File: src/rtl/bea_pkg.sv
`timescale 1ns/1ps
package bea_pkg;
  typedef enum logic {DUMP_IDLE = 1'b0, DUMP_BUSY = 1'b1} dump_state_t;

  function automatic logic [63:0] pick_src(input logic via_exec,
                                           input logic [63:0] own_addr,
                                           input logic [63:0] exec_addr);
    return via_exec ? exec_addr : own_addr;
  endfunction
endpackage

File: src/rtl/bea_capture.sv
`timescale 1ns/1ps
module bea_capture #(
  parameter int AW = 64
) (
  input  logic          clk,
  input  logic          rst,
  input  logic          valid,
  input  logic          taken,
  input  logic          via_exec,
  input  logic [AW-1:0] own_addr,
  input  logic [AW-1:0] exec_addr,
  output logic [AW-1:0] last_q,
  output logic [AW-1:0] last_nxt
);
  logic          brk;
  logic [63:0]   src64;

  assign brk   = valid & taken;
  assign src64 = bea_pkg::pick_src(via_exec, 64'(own_addr), 64'(exec_addr));

  always_comb begin
    last_nxt = last_q;
    if (brk) last_nxt = src64[AW-1:0];
  end

  always_ff @(posedge clk) begin
    if (rst) last_q <= '0;
    else     last_q <= last_nxt;
  end

  // Register changes only on a qualified retirement
  assert_hold_R4: assert property (@(posedge clk) disable iff (rst)
    !(valid && taken) |=> $stable(last_q));

  assert_plain_R2: assert property (@(posedge clk) disable iff (rst)
    (valid && taken && !via_exec) |=> last_q == $past(own_addr));

  assert_exec_R3: assert property (@(posedge clk) disable iff (rst)
    (valid && taken && via_exec) |=> last_q == $past(exec_addr));

  assert_reset_R1: assert property (@(posedge clk)
    rst |=> last_q == '0);
endmodule

File: src/rtl/bea_dump.sv
`timescale 1ns/1ps
module bea_dump #(
  parameter int            AW        = 64,
  parameter logic [AW-1:0] DUMP_ADDR = AW'(272)
) (
  input  logic          clk,
  input  logic          rst,
  input  logic          irq_req,
  input  logic [AW-1:0] snap,
  input  logic          ack,
  output logic          req,
  output logic [AW-1:0] addr,
  output logic [AW-1:0] data
);
  import bea_pkg::*;

  dump_state_t st_q;

  always_ff @(posedge clk) begin
    if (rst) begin
      st_q <= DUMP_IDLE;
      addr <= '0;
      data <= '0;
    end else begin
      case (st_q)
        DUMP_IDLE: if (irq_req) begin
          st_q <= DUMP_BUSY;
          addr <= DUMP_ADDR;
          data <= snap;
        end
        DUMP_BUSY: if (ack) st_q <= DUMP_IDLE;
        default:   st_q <= DUMP_IDLE;
      endcase
    end
  end

  assign req = (st_q == DUMP_BUSY);

  assert_start_R5: assert property (@(posedge clk) disable iff (rst)
    (!req && irq_req) |=> (req && addr == DUMP_ADDR && data == $past(snap)));

  assert_held_R6: assert property (@(posedge clk) disable iff (rst)
    (req && !ack) |=> (req && $stable(addr) && $stable(data)));

  assert_release_R6: assert property (@(posedge clk) disable iff (rst)
    (req && ack) |=> !req);

  assert_noreq_R7: assert property (@(posedge clk) disable iff (rst)
    (!req && !irq_req) |=> !req);

  assert_reset_R1: assert property (@(posedge clk)
    rst |=> !req);
endmodule

File: src/rtl/break_addr_tracker.sv
`timescale 1ns/1ps
module break_addr_tracker #(
  parameter int            AW        = 64,
  parameter logic [AW-1:0] DUMP_ADDR = AW'(272)
) (
  input  logic          clk,
  input  logic          rst,
  input  logic          rtr_valid,
  input  logic          rtr_taken,
  input  logic          rtr_via_exec,
  input  logic [AW-1:0] rtr_addr,
  input  logic [AW-1:0] rtr_exec_addr,
  input  logic          irq_req,
  output logic          st_req,
  output logic [AW-1:0] st_addr,
  output logic [AW-1:0] st_data,
  input  logic          st_ack,
  output logic [AW-1:0] last_break
);
  logic [AW-1:0] nxt;

  bea_capture #(.AW(AW)) u_cap (
    .clk(clk), .rst(rst),
    .valid(rtr_valid), .taken(rtr_taken), .via_exec(rtr_via_exec),
    .own_addr(rtr_addr), .exec_addr(rtr_exec_addr),
    .last_q(last_break), .last_nxt(nxt)
  );

  bea_dump #(.AW(AW), .DUMP_ADDR(DUMP_ADDR)) u_dump (
    .clk(clk), .rst(rst), .irq_req(irq_req), .snap(nxt), .ack(st_ack),
    .req(st_req), .addr(st_addr), .data(st_data)
  );

  // Data of a held store is independent of later branches
  assert_freeze_R8: assert property (@(posedge clk) disable iff (rst)
    (st_req && !st_ack && rtr_valid && rtr_taken) |=> $stable(st_data));
endmodule

File: config.mk
export PLATFORM = sky130hd
export DESIGN_NAME = break_addr_tracker
export DESIGN_NICKNAME = d
export VERILOG_FILES = /design/src/rtl/bea_pkg.sv /design/src/rtl/bea_capture.sv /design/src/rtl/bea_dump.sv /design/src/rtl/break_addr_tracker.sv
export SDC_FILE = /design/constraint.sdc
export NUM_CORES = 1
export LEC_CHECK = 0
export ABC_AREA = 1
export BUFFER_PORTS_ARGS = -buffer_cell sky130_fd_sc_hd__buf_2
export CAP_MARGIN = 20
export CORE_AREA = 2 2 127 129
export DETAILED_ROUTE_END_ITERATION = 6
export DIE_AREA = 0 0 129 131
export GPL_TIMING_DRIVEN = 1
export PLACE_DENSITY = 0.85
export RECOVER_POWER = 100
export SYNTH_ARGS = -nofsm -noshare
export SYNTH_HDL_FRONTEND = slang
export SYNTH_SLANG_ARGS = --single-unit
File: constraint.sdc
create_clock -name clk -period 2.04 [get_ports clk]
set_clock_uncertainty 0.2 [all_clocks]
set_input_delay 0.102 -clock clk [delete_from_list [all_inputs] [get_ports clk]]
set_output_delay 0.102 -clock clk [all_outputs]
set_load 0.005 [all_outputs]
# Word-level counts from Yosys, hierarchy flattened
# Cells that the tools add are included.
[totals]
ff_bits = 130
romBits = 0
out_inout_bits = 193
n_memories = 0
word_cells = 12
mem_bits_rw = 0
inputBits = 135
latchBits = 0
[op_classes]
bitwise_logic = 2
eq_ne = 0
magnitude_cmp = 0
mul = 0
add_sub_neg = 0
shift = 0
reduce_logical = 1
muxes = 5
div = 0
[ops]
columns = ["op", "n"]
rows = [
  ["2-to-1 mux 64 bit", 2],
  ["2-to-1 mux 1 bit", 2],
  ["one-hot mux 1 bit (2 select lines)", 1],
  ["AND reduction 2 bit", 1],
  ["bitwise AND 1 bit", 1],
  ["NOT 1 bit", 1],
]

# Logic depth before layout (Yosys ltp)
[depth]
word_depth = 2
mapped_depth = 9
depth_no_buf = 7

# Hierarchy
# Synthesis repeated with hierarchy kept, for this count alone.
[hier_totals]
cells_unflattened = 1099
hier_area_um2 = 6821.5
[by_module_without_submodules]
columns = ["mod", "n_inst", "cells_per_inst", "area_each_um2", "seq_area_each_um2"]
rows = [
  ["bea_capture", 1, 612, 3532.1, 1281.2],
  ["bea_dump", 1, 487, 3289.4, 1321.3],
]

# Least setup slack after synthesis
# No wires, ideal clock.
[synth_path]
path_type = "register -> register"
startpoint = "register u_dump.st_q, in the netlist u_dump.req"
endpoint = "register u_dump.data[15]"
path_slack_ns = 0.776
t_required_ns = 1.731
stages_incl_launch_ff = 9
period_less_slack_ns = 1.264
setup_time_ns = 0.109
path_buffers = 2
t_arrival_ns = 0.955
cell_sequence = "dfxtp_1 > inv_1 > nand2_1 > inv_2 > buf_6 > buf_2 > nand3_1 > nand2_1 > inv_1"
[synth_via]
elab_chain_len = 2
[synth_lines]
columns = ["element", "line", "text"]
rows = [
  ["from (decl)", "bea_dump.sv:17", "dump_state_t st_q;"],
  ["from (signal assigned)", "bea_dump.sv:21", "st_q <= DUMP_IDLE;"],
  ["from (signal assigned)", "bea_dump.sv:27", "st_q <= DUMP_BUSY;"],
  ["from (signal assigned)", "bea_dump.sv:31", "DUMP_BUSY: if (ack) st_q <= DUMP_IDLE;"],
  ["NOT 1 bit", "-", ""],
  ["AND reduction 2 bit (no source line)", "-", ""],
  ["to (signal assigned)", "bea_dump.sv:29", "data <= snap;"],
  ["to (decl)", "bea_dump.sv:13", "output logic [AW-1:0] data"],
]
# No other way between the ends.
# A chain may end at the register's enable or synchronous reset.

# Worst setup path after layout
[layout_path]
startpoint = "input port rtr_addr[63]"
endpoint = "register u_dump.data[63]"
[layout_via]
elab_chain_len = 2
[layout_lines]
columns = ["element", "line", "text"]
rows = [
  ["from (decl)", "break_addr_tracker.sv:11", "input logic [AW-1:0] rtr_addr,"],
  ["2-to-1 mux 64 bit", "bea_pkg.sv:8", "return via_exec ? exec_addr : own_addr;"],
  ["2-to-1 mux 64 bit", "bea_capture.sv:23", "if (brk) last_nxt = src64[AW-1:0];"],
]
# No other way between the ends.

==> results.md <==
- FF+latch count, synth: 130
- Commonest cells post-synth: nand2_1, dfxtp_1, nor2_1
- Fin cells: 1557
- Num CTS Buffers: 17
- Clock buffer depth: 2
- WP data arrival: 1850 ps
- Crit end category: flip-flop
- Top post-synthesis cells by area: dfxtp_1, nand2_1, buf_4
- Slew Limit Fails: 0
- CP max stage delay: 580 ps
- Syn Inst Count: 962
- Highest clock rate: 0.573 GHz
- 1st-iter DRT viols: 424
- Run status: completed
- Port bufs: 265
- CP Max Fanout: 2
- CP required: 2150 ps
- Setup TNS: 0 ps
- Worst hold path class: primary input to flip-flop
- Largest net degree at the start of global routing: 131
- Slew @ Worst Pin: 661 ps
- H-tree depth: 4
- Top_reg_cell synth: dfxtp_1
- Peak supply drop: 0.475 mV
- Residual DRC: 0
- WP depth: 9
- Worst slew margin: 56.0%
- Clock Pin Slew Worst Setup and Hold Paths: 60 ps
- Fin crit period: 1740 ps
- Die W: 129 µm
- Post-synth EDFFs: 0
- Worst-Skew Late Latency: 410 ps
- Drt via density: 4.76
- Top delay family on crit path: buffers and inverters
- Leading area contributor after synthesis: dfxtp_1
- WL/cell: 13.5 µm
- Setup WS pre-CTS: 194 ps
- Die Ht: 131 µm
- Area of the multi-input gates: 2820 µm²
- Most frequent cell after synthesis: nand2_1
- Diode count: 0
- Worst Path Buf+Inv: 4
- Async SR Flop Fraction: 0%
- Initial DRT Pass Iterations: 7
- Ratio of cells with drive above 1 in the final layout: 14.8%
- GRT Residual Overflow: 0
- Sink Count: 130
- Hold path depth: 3
- Leak: 0.00478 µW
- Unrepaired setup endpoints after global routing: false
- CTS root buf: clkbuf_16
- Crit-path most repeated cell: nand2_1
- FILL cells: 1312
- Pwr/cell area: 754 nW/µm²
- Post-route ant nets: 0
- Initial core utilization: 40.3%
- Final setup fails: 0
- Initial antenna violation count: 0
- Netlist cell types: 14
- I/O pins: 328
- Final WS setup: 295 ps
- Register area share after synthesis: 41.4%
- Mapped Avg Cell Area: 6.53 µm²
- Core Area: 15600 µm²
- Post-synth top area share: 41.4%
- Vias in the first global route: 6826
- Final hold vios: 0
- Placed cell count: 1394
- Synth Cell Area: 6280 µm²
- Crit Path Class: primary input to flip-flop
- Max cap viols: 0
- Warnings from Yosys: 0
- First-pass GRT wire length: 31500 µm
- Final period utilization: 85.5%
- Overall power: 6880 µW
- Fin nets: 1463
- Global-route usage over all layers: 23.6%
- Reg2reg path depth: 4
- Slowest stage cell, crit path: dlygate4sd3_1
- Area of the die: 16900 µm²
- Worst-path cell chain: dlygate4sd3_1, buf_2, nand2_1, nand2_1, dlygate4sd3_1, nand2_1, nand3_1, nand2_1, inv_1
- TritonCTS clock tree: built
- Hpwl dp: 11300 µm
- Final Wtd Congestion: 0.792
- Via count: 7407
- Register area: 2600 µm²
- Row count: 46
- Area Growth Syn to Fin: 45.3%
- Final WL: 21000 µm
- CTS-repair resized insts: 0
- CP Launch Type: primary input
==> placed cells by master (no fill, tap or decap), drive strengths merged <==
cell type and instances:
inv 72, dfxtp 130, a21oi 65, or2 1, dlygate4sd3 130, conb 62, nand2 386, clkinv 4
clkbuf 128, nand3 64, clkinvlp 5, nor2 130, buf 164
==> timing repair <==
action,in CTS,in global routing
hold buffers,130,0
hold endpoints to repair,129,0
buffers inserted,0,0
==> state kept, by name, summed over array words and instances, names as in the netlist <==
register	cells
u_dump.data	64
u_dump.addr	1
u_dump.req	1
u_cap.last_q	64
==> cell type report <==
class	instances	area share, %
clock inverter	13	1.14
timing repair buffer	403	28.8
inverter	68	2.82
multi-input combinational	708	30.9
tap	216	2.96
sequential	130	28.5
clock buffer	19	4.85
==> per-stage QoR <==
| stage | util (%) | area [µm²] | hold slack, ps |
|---|---|---|---|
| after CTS | 59.3 | 9250 | 59.3 |
| after global routing | 58.5 | 9130 | 91.6 |
| after global placement | 47.4 | 7400 | 173 |
| final | 58.5 | 9130 | 26.8 |
| after detailed placement | 47.4 | 7400 | 176 |
| after floorplan | - | 6510 | 79.5 |
==> power breakdown <==
part / total [µW] / leakage (µW) / switching, µW / internal [µW]
sequential: 2790 / 0.00107 / 87.0 / 2700
combinational: 1280 / 0.00346 / 686 / 596
clock: 2810 / 0.000253 / 1210 / 1600
==> worst paths after layout <==
kind | startpoint | to | slack [ps]
max | rtr_addr[63] | u_dump.data[63] | 300
min | rst | u_cap.last_q[13] | 30
max reg2reg | u_dump.req | u_dump.req | 420
min reg2reg | u_cap.last_q[45] | u_cap.last_q[45] | 290
==> per-layer routing <==
| layer | up-vias | routed length [µm] | GRT usage [%] |
|---|---|---|---|
| li1 | 3537 | - | - |
| met1 | 3360 | 7870 | 25.3 |
| met2 | 455 | 10400 | 41.5 |
| met3 | 55 | 2070 | 7.00 |
| met4 | 0 | 676 | 13.4 |
| met5 | - | 0 | 0 |
==> kinds of logic after synthesis <==
kind of cell,after synthesis,synth area share [%]
AO/OA/AOI/OAI,65,5.18
AND/OR/NAND/NOR,581,36.0
buffers and inverters,185,17.3
other,1,0.0597
flip-flops,130,41.4
==> worst register-to-register path, delay by kind of cell, from the launching register on <==
kind            cells  cell delay (ps)
buf+inv             2              630
flops               1              330
simple gates        1              260
compound gates      1              140
No activity file was read; power rests on OpenSTA's default activity.
